`src/rtl/uart_irq_id.sv`:
```
module uart_irq_id #(
  parameter int LVL_W     = 6,
  parameter int RX_TRIG   = 4,
  parameter int TX_LOW    = 16,
  parameter int BURST     = 4,
  parameter int EOD_CHARS = 4,
  parameter int TO_CHARS  = 4
) (
  input  logic             clk,
  input  logic             rst_n,
  input  logic             ier_wr,
  input  logic [5:0]       ier_wdata,
  input  logic             iir_rd,
  input  logic             lsr_rd,
  input  logic             thr_wr,
  input  logic [LVL_W-1:0] rx_level,
  input  logic [LVL_W-1:0] tx_level,
  input  logic [3:0]       err_in,
  input  logic             rx_char,
  input  logic             char_tick,
  input  logic             modem_delta,
  output logic [5:0]       ier_q,
  output logic [3:0]       iir,
  output logic             irq
);
  localparam int IDLE_MAX = (EOD_CHARS > TO_CHARS) ? EOD_CHARS : TO_CHARS;
  localparam int CNT_W    = $clog2(IDLE_MAX + 1);
  localparam logic [2:0] ID_MS = 3'd0, ID_TX = 3'd1, ID_RXD = 3'd2,
                         ID_LS = 3'd3, ID_EOD = 3'd4, ID_RTO = 3'd6;

  logic [CNT_W-1:0] idle;
  logic armed, eod_pend, ls_pend, tx_pend, tx_low_q;
  logic [2:0] id;
  logic none;

  wire tx_low  = tx_level <= LVL_W'(TX_LOW);
  wire rxd_src = rx_level >= LVL_W'(RX_TRIG);
  wire rto_src = (rx_level != '0) && (rx_level < LVL_W'(BURST)) && (idle >= CNT_W'(TO_CHARS));
  wire eod_hit = char_tick && !rx_char && armed && (idle == CNT_W'(EOD_CHARS - 1));
  wire tx_set  = (tx_low && !tx_low_q) || (ier_wr && ier_wdata[1] && !ier_q[1] && tx_low);
  wire tx_clr  = thr_wr || (iir_rd && !none && id == ID_TX);

  always_ff @(posedge clk or negedge rst_n)
    if (!rst_n) ier_q <= '0;
    else if (ier_wr) ier_q <= ier_wdata;

  always_ff @(posedge clk or negedge rst_n)
    if (!rst_n) idle <= '0;
    else if (rx_char) idle <= '0;
    else if (char_tick && idle != CNT_W'(IDLE_MAX)) idle <= idle + 1'b1;

  always_ff @(posedge clk or negedge rst_n)
    if (!rst_n) armed <= 1'b0;
    else if (rx_char) armed <= 1'b1;
    else if (eod_hit) armed <= 1'b0;

  always_ff @(posedge clk or negedge rst_n)
    if (!rst_n) eod_pend <= 1'b0;
    else if (rx_char || (ier_wr && !ier_wdata[5])) eod_pend <= 1'b0;
    else if (eod_hit && ier_q[5]) eod_pend <= 1'b1;

  always_ff @(posedge clk or negedge rst_n)
    if (!rst_n) ls_pend <= 1'b0;
    else if (|err_in) ls_pend <= 1'b1;
    else if (lsr_rd) ls_pend <= 1'b0;

  always_ff @(posedge clk or negedge rst_n)
    if (!rst_n) begin
      tx_low_q <= 1'b1;
      tx_pend  <= 1'b0;
    end else begin
      tx_low_q <= tx_low;
      if (tx_clr) tx_pend <= 1'b0;
      else if (tx_set) tx_pend <= 1'b1;
    end

  always_comb begin
    none = 1'b0;
    id   = ID_MS;
    if (ier_q[2] && ls_pend)          id = ID_LS;
    else if (ier_q[4] && rto_src)     id = ID_RTO;
    else if (ier_q[0] && rxd_src)     id = ID_RXD;
    else if (ier_q[5] && eod_pend)    id = ID_EOD;
    else if (ier_q[1] && tx_pend)     id = ID_TX;
    else if (ier_q[3] && modem_delta) id = ID_MS;
    else                              none = 1'b1;
  end

  assign iir = {none ? 3'b000 : id, none};
  assign irq = !none;
endmodule

```
`config.mk`:
```
export PLATFORM = sky130hd
export DESIGN_NAME = uart_irq_id
export DESIGN_NICKNAME = d
export VERILOG_FILES = /design/src/rtl/uart_irq_id.sv
export SDC_FILE = /design/constraint.sdc
export NUM_CORES = 1
export LEC_CHECK = 0
export BUFFER_PORTS_ARGS = -buffer_cell sky130_fd_sc_hd__buf_2
export CAP_MARGIN = 20
export CORE_MARGIN = 2
export CORE_UTILIZATION = 42
export CTS_CLUSTER_DIAMETER = 120
export DETAILED_ROUTE_END_ITERATION = 12
export GPL_TIMING_DRIVEN = 1
export PLACE_DENSITY = 0.78
export RECOVER_POWER = 25
export SYNTH_ARGS = -nofsm -noshare
export SYNTH_HDL_FRONTEND = slang
export SYNTH_SLANG_ARGS = --single-unit
```
`constraint.sdc`:
```
create_clock -name clk -period 1.4 [get_ports clk]
set_input_delay 0.14 -clock clk [delete_from_list [all_inputs] [get_ports clk]]
set_output_delay 0.14 -clock clk [all_outputs]
set_load 0.005 [all_outputs]
```
==> parameters.txt, run 1 <==
Parameter                              Value

Run status
  Result of the run    finished, violations left
  Violations in the final reports    setup timing

Worst setup path
  Kind of start point of the critical path    register
  Data arrival time of the worst path    1490 ps
  Worst reg-to-reg setup slack    130 ps
  Cell with the largest stage delay on the worst path    sky130_fd_sc_hd__dfrtp_1
  Worst setup path category    register to output pin
  Ordered cell list for the critical path    o211ai_1 > o2111ai_2 > or3b_1 > buf_2
  Number of cell instances on the worst register-to-register path    5
  Data required time of the critical path    1260 ps
  Max stage delay on crit path    400 ps
  Critical path endpoint category    output pin
  Worst Path Max Fanout    3

Finish
  Fraction of layout instances using a drive strength above 1    0.508
  Final-stage net count    153
  Synthesis-to-layout area growth    44.1%
  Diodes inserted    0
  Post-layout utilization of the core    0.637
  Area of all placed cells without fillers    1090 um2

Synthesis
  Fraction of synthesized cell area in xor and xnor cells    0.0116
  Post-synthesis simple-gate area fraction    0.141
  Cell types with the highest counts after synthesis    13 x sky130_fd_sc_hd__dfrtp_1, 6 x sky130_fd_sc_hd__inv_1, 6 x sky130_fd_sc_hd__mux2_2, 6 x sky130_fd_sc_hd__nand2_1
  Dominant combinational cell family by area after synthesis    compound AO/OA/AOI/OAI gates
  Synth unique cells    33
  Share of the synthesized area in the top cell type    0.431
  Most used standard cell by instance count after synthesis    sky130_fd_sc_hd__dfrtp_1
  Dominant cells by area after synthesis    sky130_fd_sc_hd__dfrtp_1 43%, sky130_fd_sc_hd__mux2_2 9.0%, sky130_fd_sc_hd__ha_1 5.0%
  Post-synth EDFFs    0
  Netlist area before placement    754 um2
  Post-synthesis adder-cell area fraction    0.0498
  Avg Synthesized Cell Area    11.3 um2
  Top flip-flop cell by instance count after synthesis    sky130_fd_sc_hd__dfrtp_1
  Synthesized-area fraction occupied by ao, oa, aoi and oai cells    0.184
  Flip-flop and latch count after synthesis    14
  Multiplexer fraction of the synthesized cell area    0.103
  Cell count after synthesis    67
  Yosys Warn Count    0
  Share of the yosys chip area belonging to registers    0.466
  Library cell occupying the most area in the post-synthesis netlist    sky130_fd_sc_hd__dfrtp_1
  Post-synthesis async set-or-reset flop share    1.00
  Post-Synthesis Net Count    101

GRT
  Pin count of the biggest net entering global routing    15
  Wire length of the first global-routing pass    2.79 mm
  Number of antenna violations at the first check in global routing    0
  Remaining Overflow, GRT    0
  Number of global-route vias before repair    685
  Total Routing Usage GR    0.191

Timing
  Setup repair after global routing missed its margin    true
  Final setup viols    4
  Fmax    613 MHz
  Rel. slew slack    0.506
  Shortest clock period the worst path allows after layout    1630 ps
  PnR worst setup slack    -232 ps
  Transition time at the pin with the least slew margin    740 ps
  Worst clock skew on the final layout    15.8 ps
  Aggregate negative setup slack    -690 ps
  Final hold violations    0
  Count of pins over their slew limit    0
  Final clock period utilization by the worst path    1.17

Clocking
  Buffer cell driving the clock tree root    sky130_fd_sc_hd__clkbuf_4
  Max H-tree Level    1
  Number of clock buffers inserted by TritonCTS    3
  Clock edge transition at the registers on the reported setup and hold paths    100 ps
  Number of buffers on the longest clock path    2
  Clock network latency to the later pin of the worst-skew pair    290 ps
  Clock tree from TritonCTS    done
  Total clock sinks    14

Placement
  IO Port Bufs    41
  Post-placement worst setup slack    -119 ps
  Placer Congestion    0.752
  Detailed Place HPWL    1.47 mm
  Post-place instance area    1010 um2

Routing
  Initial DRT Pass Iterations    3
  Via Count    704
  Number of nets with antenna violations after detailed routing    0
  Mean routed wirelength per cell    13.0 um
  Starting DRC count in detailed routing    8
  Vias/cell    4.92
  Number of remaining DRC errors    0
  Final routed wirelength across all metal layers    1.86 mm

Floorplanning
  Area of the core region    1710 um2
  Initial standard-cell utilization of the core    0.442
  Die H    46.4 um
  Ports placed on the boundary    42
  X dimension of the die    46.4 um
  Floorplan row count    15
  Die Outline Area    2150 um2

Run
  # Max-Cap Violations    0

Power
  Largest voltage drop on the vdd net    0.619 mV
  Power density over the cells    895 nW/um2
  Total design power    0.000973 W
  Static leakage    0.528 nW

Min path
  Class of the most critical hold timing path    input pin to register
  Hold path cells    2
[sequential cells by signal (all words and copies together), names as in the netlist]
register and flops:
armed 1, eod_pend 1, idle 3, ier_q 6, ls_pend 1, tx_low_q 1
tx_pend 1
[area by class of cell]
type,instances,area [um2]
Inverter,6,22.5
Sequential cell,14,352
Tap cell,25,31.3
Multi-Input combinational cell,45,374
Fill cell,151,621
Timing Repair Buffer,49,272
Clock buffer,4,36.3
[cells by family (layout without fill, tap and decap cells)]
logic type	after synthesis	in the layout
buffers and inverters	8	59
xor gates and xnor gates	1	1
adders and majority gates	3	3
and+or+nand+nor	19	19
AOI/OAI and AO/OA	15	15
muxes	7	7
DFF	14	14
[per-stage QoR]
stage	cells	hold WS [ps]
finish	143	18.4
global route	143	39.7
CTS	143	9.76
detailed placement	135	54.0
global placement	135	55.5
floorplan	67	-156
[final timing paths]
path,startpoint,end
worst min register to register,armed,armed
max in group asynchronous,rst_n,idle[1]
min in group asynchronous,rst_n,ier_q[2]
worst min-delay path,lsr_rd,ls_pend
worst max-delay path,ier_q[4],irq
worst max register to register,idle[0],idle[1]
[power breakdown]
part | internal, W | leakage, nW | switching [W]
registers | 0.000435 | 0.166 | 0.0000239
clock network | 0.000158 | 0.0210 | 0.000138
logic | 0.000125 | 0.341 | 0.0000918
total | 0.000719 | 0.528 | 0.000254
[placed cells by master (no fill, tap or decap), types with 2 or more instances in the layout]
master,n
sky130_fd_sc_hd__a21oi_1,2
sky130_fd_sc_hd__buf_4,5
sky130_fd_sc_hd__ha_1,3
sky130_fd_sc_hd__o21ai_0,2
sky130_fd_sc_hd__inv_1,6
sky130_fd_sc_hd__nor2_1,3
sky130_fd_sc_hd__o211ai_1,2
sky130_fd_sc_hd__clkbuf_4,3
sky130_fd_sc_hd__dfrtp_1,13
sky130_fd_sc_hd__nand2_1,6
sky130_fd_sc_hd__dlygate4sd3_1,3
sky130_fd_sc_hd__mux2_2,6
sky130_fd_sc_hd__buf_2,40
[worst max-delay path: cells and delay by family, from the launching register on]
family	cells	cell delay, ps
simple gates	1	380
buf+inv	1	130
flops	1	400
compound gates	2	290
[routing by layer]
layer  GRT usage  share of wire  wire length [um]  vias to the layer above
li1            -              -                 -                      348
met1       0.197           0.37               680                      334
met2       0.342           0.57              1050                       17
met3      0.0627          0.049                91                        5
met4      0.0914          0.018                34                        0
met5           0              0                 0                        -
[timing repair]
item / CTS / global route
resized for setup: 1 / 1
pin swaps: 4 / 1
hold endpoints to repair: 14 / 0
setup buffers: 1 / 0
hold buffers: 3 / 0
endpoints found under the setup margin: 4 / 6
Power figures use the tool's default switching activity.
==> run 2: changes to the inputs <==
PLACE_DENSITY = 0.76   (was 0.78)
==> run 2 against run 1 <==
  * The flow still finishes with violations (setup timing)
  * Sequential cell count is the same
  * Count of clock-buffer cells in the layout is the same
  * Clock power shrank 22%
  * Maximum frequency grew 2.2%
  * Register-to-register slack worse by 20 ps
  * Critical path depth did not move
  * Sequential share of layout area did not move
  * Wire length fell by 13%
  * Highest routed layer unchanged
==> parameters.txt, run 2 (same netlist as run 1, synthesis figures left out) <==
Parameter                              Value

Routing
  Vias/cell    4.79 (-2.7%)
  Mean routed wirelength per cell    11.2 um (-13%)
  Number of remaining DRC errors    0 (unchanged)
  Final routed wirelength across all metal layers    1.62 mm (-13%)
  Number of nets with antenna violations after detailed routing    0 (unchanged)
  Starting DRC count in detailed routing    3 (-5)
  Via Count    690 (-2.0%)
  Initial DRT Pass Iterations    4 (+1)

Power
  Sequential share of power    0.504 (+0.032)
  Power density over the cells    837 nW/um2 (-6.4%)
  Switching part of the total    0.259 (-0.00177)
  Clock share of power    0.254 (-0.051)
  Int Pwr    0.000674 W (-6.2%)
  Net switching power figure    0.000236 W (-7.1%)
  Total design power    0.000911 W (-6.4%)
  Largest voltage drop on the vdd net    0.868 mV (+40%)
  Share of power burned in combinational logic    0.242 (+0.019)
  Static leakage    0.528 nW (-0.14%)

Clocking
  Clock edge transition at the registers on the reported setup and hold paths    90 ps (about the same)
  Max H-tree Level    1 (unchanged)
  Number of clock buffers inserted by TritonCTS    3 (unchanged)
  Clock network latency to the later pin of the worst-skew pair    280 ps (about the same)
  Total clock sinks    14 (unchanged)
  Buffer cell driving the clock tree root    sky130_fd_sc_hd__clkbuf_4
  Number of buffers on the longest clock path    2 (unchanged)
  Clock tree from TritonCTS    done

Worst setup path
  Data required time of the critical path    1260 ps (about the same)
  Critical path endpoint category    output pin
  Data arrival time of the worst path    1460 ps (-30 ps)
  Worst Path Max Fanout    2 (-1)
  Kind of start point of the critical path    register
  Worst setup path category    register to output pin

Finish
  Final cell count without fillers    144 (+0.70%)
  Multi-input combinational cell area    379 um2 (+1.3%)
  Register Area    352 um2 (unchanged)
  Flip-flop count of the largest register after layout    6 (unchanged)
  Most common cell after layout, fill and taps aside    sky130_fd_sc_hd__buf_2
  Most used cells in the layout excluding fill and tap cells    40 x sky130_fd_sc_hd__buf_2, 13 x sky130_fd_sc_hd__dfrtp_1, 7 x sky130_fd_sc_hd__buf_4
  Largest regs    ier_q (6), idle (3)
  Layout filler cell count    144 (-4.6%)
  Synthesis-to-layout area growth    44.1% (unchanged)
  Top reg by flops    ier_q
  Diodes inserted    0 (unchanged)
  Final-stage net count    154 (+0.65%)
  Area of all placed cells without fillers    1090 um2 (unchanged)
  Fraction of layout instances using a drive strength above 1    0.521 (+0.0125)

Floorplanning
  Die Outline Area    2150 um2 (unchanged)
  Area of the core region    1710 um2 (unchanged)
  X dimension of the die    46.4 um (unchanged)
  Floorplan row count    15 (unchanged)
  Die H    46.4 um (unchanged)
  Ports placed on the boundary    42 (unchanged)
  Initial standard-cell utilization of the core    0.442 (unchanged)

Min path
  Class of the most critical hold timing path    input pin to register

Placement
  Detailed Place HPWL    1.36 mm (-7.4%)
  Instance count after placement with tap cells included    136 (+0.74%)
  Post-place instance area    1020 um2 (+0.74%)
  Placer Congestion    0.734 (-2.4%)
  IO Port Bufs    41 (unchanged)

Timing
  Transition time at the pin with the least slew margin    721 ps (-19.3 ps)
  Shortest clock period the worst path allows after layout    1600 ps (-35.2 ps)
  Aggregate negative setup slack    -603 ps (+87.3 ps)
  Final clock period utilization by the worst path    1.14 (-0.0252)
  Worst clock skew on the final layout    15.6 ps (-0.233 ps)
  Count of pins over their slew limit    0 (unchanged)
  Fmax    626 MHz (+2.2%)
  Rel. slew slack    0.519 (+0.0129)
  Setup repair after global routing missed its margin    true
  Final hold violations    0 (unchanged)
  PnR worst setup slack    -197 ps (+35.2 ps)
  Final setup viols    4 (unchanged)

GRT
  Remaining Overflow, GRT    0 (unchanged)
  Number of global-route vias before repair    629 (-8.2%)
  Pin count of the biggest net entering global routing    15 (unchanged)
  Wire length of the first global-routing pass    2.50 mm (-10%)
  Number of antenna violations at the first check in global routing    0 (unchanged)
  Total Routing Usage GR    0.167 (-0.0239)

Run status
  Result of the run    finished, violations left
  Violations in the final reports    setup timing

Run
  # Max-Cap Violations    0 (unchanged)
[run 2: changes by cell type in the layout (fill, tap and decap cells not counted)]
| cell | before | now |
|---|---|---|
| sky130_fd_sc_hd__clkbuf_8 | 1 | 0 |
| sky130_fd_sc_hd__dlygate4sd3_1 | 3 | 2 |
| sky130_fd_sc_hd__nor3_1 | 1 | 0 |
| sky130_fd_sc_hd__buf_4 | 5 | 7 |
| sky130_fd_sc_hd__clkbuf_1 | 1 | 2 |
| sky130_fd_sc_hd__nor3_2 | 0 | 1 |
[run 2: worst paths after layout]
check                      endpoint  cells after the start  startpoint  slack, ps
setup / recovery                irq                      4    ier_q[4]       -200
hold / removal              ls_pend                      2      lsr_rd         20
setup reg to reg            idle[1]                      5     idle[0]        110
hold reg to reg               armed                      1       armed        490
max in group asynchronous  ier_q[5]                      2       rst_n        510
min in group asynchronous  ier_q[2]                      2       rst_n        420
[run 2: cell type report]
type	count	share of cell area
Tap cell	25	0.0288
Inverter	6	0.0207
Timing Repair Buffer	50	0.254
Multi-Input combinational cell	45	0.349
Clock buffer	4	0.0242
Sequential cell	14	0.323
[run 2: power by group through the flow]
| stage | combinational (W) | sequential, W | clock (W) |
|---|---|---|---|
| after floorplan | 0.0000956 | 0.000466 | 0 |
| after global placement | 0.000203 | 0.000465 | 0 |
| after detailed placement | 0.000210 | 0.000467 | 0 |
| after CTS | 0.000222 | 0.000458 | 0.000241 |
| after global routing | 0.000247 | 0.000463 | 0.000265 |
| final | 0.000221 | 0.000458 | 0.000231 |
[run 2: worst max-delay path, cell delays in order, from the launching register on]
cell and delay (ps):
sky130_fd_sc_hd__dfrtp_1 380, sky130_fd_sc_hd__o211ai_1 140, sky130_fd_sc_hd__o2111ai_2 150, sky130_fd_sc_hd__or3b_1 370, sky130_fd_sc_hd__buf_2 130
[run 2: what timing repair did]
item	4_1_cts	5_1_grt
buffers inserted	2	0
endpoints found under the hold margin	14	0
endpoints found under the setup margin	5	6
pin swaps	5	2
resized for setup	1	2
hold buffers	2	0
[run 2: per-layer routing]
metal / global-route usage / up-vias / part of all wire
li1: - / 352 / -
met2: 0.292 / 23 / 0.52
met5: 0 / - / 0
met3: 0.0588 / 2 / 0.067
met1: 0.189 / 313 / 0.40
met4: 0.0514 / 0 / 0.011
[run 2: stage by stage]
step / utilization / worst slack [ps] / hold slack [ps]
after floorplan: - / 129 / -156
after global placement: 0.596 / -112 / 49.8
after detailed placement: 0.596 / -124 / 49.0
after CTS: 0.632 / -242 / 14.6
after global routing: 0.637 / -282 / 14.3
final: 0.637 / -197 / 23.0
==> run 3: changes to the inputs <==
--- a/constraint.sdc
+++ b/constraint.sdc
@@ -3,2 +3,2 @@
 set_output_delay 0.14 -clock clk [all_outputs]
-set_load 0.005 [all_outputs]
+set_load 0.01 [all_outputs]
==> run 3 against run 2 <==
  * Via count increased by 1.7%
  * Highest routed layer unchanged
  * The run still ends with setup timing left
  * Critical endpoint unchanged
  * Wire length increased by 0.93%
  * Clock power increased by 3%
  * First-iteration DRC count increased to 2.7 times the previous value
==> parameters.txt, run 3 (same netlist as run 1, synthesis figures left out) <==
Parameter                              Value

GRT
  Remaining Overflow, GRT    0 (unchanged)
  Wire length of the first global-routing pass    2.54 mm (+1.4%)
  Pin count of the biggest net entering global routing    15 (unchanged)
  Total Routing Usage GR    0.170 (+0.00257)
  Number of global-route vias before repair    631 (+0.32%)
  Number of antenna violations at the first check in global routing    0 (unchanged)

Worst setup path
  Ordered cell list for the critical path    o211ai_1 > o2111ai_2 > or3b_1 > buf_2
  Critical path endpoint category    output pin
  Cell with the largest stage delay on the worst path    sky130_fd_sc_hd__dfrtp_1
  Crit Reg-Reg Startpoint    idle[0]
  Worst Path Max Fanout    3 (+1)
  Kind of start point of the critical path    register
  Data arrival time of the worst path    1520 ps (+60 ps)
  Max stage delay on crit path    400 ps (+20 ps)
  Data required time of the critical path    1260 ps (about the same)
  Number of cell instances on the worst register-to-register path    5 (unchanged)
  Reg-to-reg critical path endpoint    idle[1]
  Worst setup path category    register to output pin
  Worst reg-to-reg setup slack    150 ps (+40 ps)

Finish
  Layout filler cell count    141 (-2.1%)
  Fraction of layout instances using a drive strength above 1    0.517 (-0.00406)
  Top reg by flops    ier_q
  Diodes inserted    0 (unchanged)
  Synthesis-to-layout area growth    43.1%
  Area of all placed cells without fillers    1080 um2 (-0.69%)
  Most used cells in the layout excluding fill and tap cells    40 x sky130_fd_sc_hd__buf_2, 13 x sky130_fd_sc_hd__dfrtp_1
  Largest regs    ier_q (6), idle (3)
  Final-stage net count    153 (-0.65%)
  Flip-flop count of the largest register after layout    6 (unchanged)
  Final cell count without fillers    143 (-0.69%)
  Most common cell after layout, fill and taps aside    sky130_fd_sc_hd__buf_2

Routing
  Number of nets with antenna violations after detailed routing    0 (unchanged)
  Mean routed wirelength per cell    11.4 um (+1.6%)
  Number of remaining DRC errors    0 (unchanged)
  Initial DRT Pass Iterations    3 (-1)
  Via Count    702 (+1.7%)
  Vias/cell    4.91 (+2.5%)
  Final routed wirelength across all metal layers    1.63 mm (+0.93%)
  Starting DRC count in detailed routing    8 (+5)

Run status
  Result of the run    finished, violations left
  Violations in the final reports    setup timing

Power
  Int Pwr    0.000672 W (-0.41%)
  Clock share of power    0.256 (+0.002)
  Sequential share of power    0.496 (-0.008)
  Net switching power figure    0.000253 W (+7.3%)
  Power density over the cells    857 nW/um2 (+2.3%)
  Largest voltage drop on the vdd net    0.640 mV (-26%)
  Switching part of the total    0.274 (+0.0145)
  Share of power burned in combinational logic    0.248 (+0.006)
  Static leakage    0.523 nW (-0.91%)

Timing
  Fmax    603 MHz (-3.7%)
  Transition time at the pin with the least slew margin    760 ps (+39.1 ps)
  Shortest clock period the worst path allows after layout    1660 ps (+61.2 ps)
  Final clock period utilization by the worst path    1.18 (+0.0437)
  Final hold violations    0 (unchanged)
  Setup repair after global routing missed its margin    true
  Final setup viols    4 (unchanged)
  Rel. slew slack    0.493 (-0.0260)
  Count of pins over their slew limit    0 (unchanged)
  Worst clock skew on the final layout    17.6 ps (+2.05 ps)
  PnR worst setup slack    -258 ps (-61.2 ps)

Floorplanning
  Initial standard-cell utilization of the core    0.442 (unchanged)
  Die H    46.4 um (unchanged)
  Die Outline Area    2150 um2 (unchanged)
  Ports placed on the boundary    42 (unchanged)
  Floorplan row count    15 (unchanged)
  X dimension of the die    46.4 um (unchanged)
  Area of the core region    1710 um2 (unchanged)

Min path
  Worst hold start    tx_level[4]
  Endpoint, Worst Hold    tx_low_q
  Hold path cells    2 (unchanged)
  Class of the most critical hold timing path    input pin to register

Clocking
  Number of clock buffers inserted by TritonCTS    3 (unchanged)
  Clock network latency to the later pin of the worst-skew pair    290 ps (about the same)
  Clock tree from TritonCTS    done
  Max H-tree Level    1 (unchanged)
  Number of buffers on the longest clock path    2 (unchanged)
  Clock edge transition at the registers on the reported setup and hold paths    90 ps (about the same)
  Total clock sinks    14 (unchanged)
  Buffer cell driving the clock tree root    sky130_fd_sc_hd__clkbuf_4

Run
  # Max-Cap Violations    0 (unchanged)

Placement
  Placer Congestion    0.735 (about the same)
  IO Port Bufs    41 (unchanged)
  Instance count after placement with tap cells included    136 (unchanged)
  Post-place instance area    1020 um2 (unchanged)
## run 3: timing repair
action,in CTS,in global routing
buffers inserted,0,2
pin swaps,4,0
gates resized for setup,1,2
hold endpoints to repair,14,0
hold buffers,2,0
endpoints found under the setup margin,5,7
## run 3: layout make-up
cell class / count / area [um2] / share of cell area
Multi-Input combinational cell: 45 / 379 / 0.351
Sequential cell: 14 / 352 / 0.326
Timing Repair Buffer: 49 / 269 / 0.249
Tap cell: 25 / 31.3 / 0.0290
Clock buffer: 4 / 26.3 / 0.0243
Inverter: 6 / 22.5 / 0.0209
## run 3: power groups by stage
stage	sequential, W	combinational [W]	clock [W]
CTS	0.000458	0.000230	0.000246
detailed placement	0.000467	0.000222	0
finish	0.000459	0.000229	0.000237
global placement	0.000465	0.000216	0
global route	0.000463	0.000256	0.000275
floorplan	0.000473	0.000101	0
## run 3: metrics by stage
step	setup TNS, ps	power, W	hold slack (ps)	setup WS, ps	util
2_1_floorplan	0	0.000574	-156	97.5	-
3_3_place_gp	-306	0.000681	49.8	-126	0.596
3_5_place_dp	-396	0.000689	49.0	-136	0.596
4_1_cts	-813	0.000934	12.5	-276	0.626
5_1_grt	-1130	0.000994	8.12	-324	0.632
6_report	-774	0.000925	16.1	-258	0.632
## run 3: worst max path at each step
stage                start      to  depth (start not counted)
2_1_floorplan  rx_level[5]     irq                          3
3_5_place_dp   rx_level[5]  iir[1]                          5
5_1_grt           ier_q[4]     irq                          4
3_3_place_gp   rx_level[5]  iir[1]                          5
6_report          ier_q[4]     irq                          4
4_1_cts           ier_q[4]     irq                          4
## run 3: per-layer routing
metal | track usage | wire length (um) | vias to the layer above | share of wire
met5 | 0 | 0 | - | 0
met4 | 0.0514 | 14 | 0 | 0.0086
met3 | 0.0588 | 109 | 2 | 0.067
met2 | 0.306 | 880 | 22 | 0.54
met1 | 0.184 | 631 | 328 | 0.39
li1 | - | - | 350 | -
## run 3: worst max-delay path: cells and delay by family (launching register included)
family | cells | cell delay, ps
simple gates | 1 | 400
flops | 1 | 400
compound gates | 2 | 290
buf+inv | 1 | 150
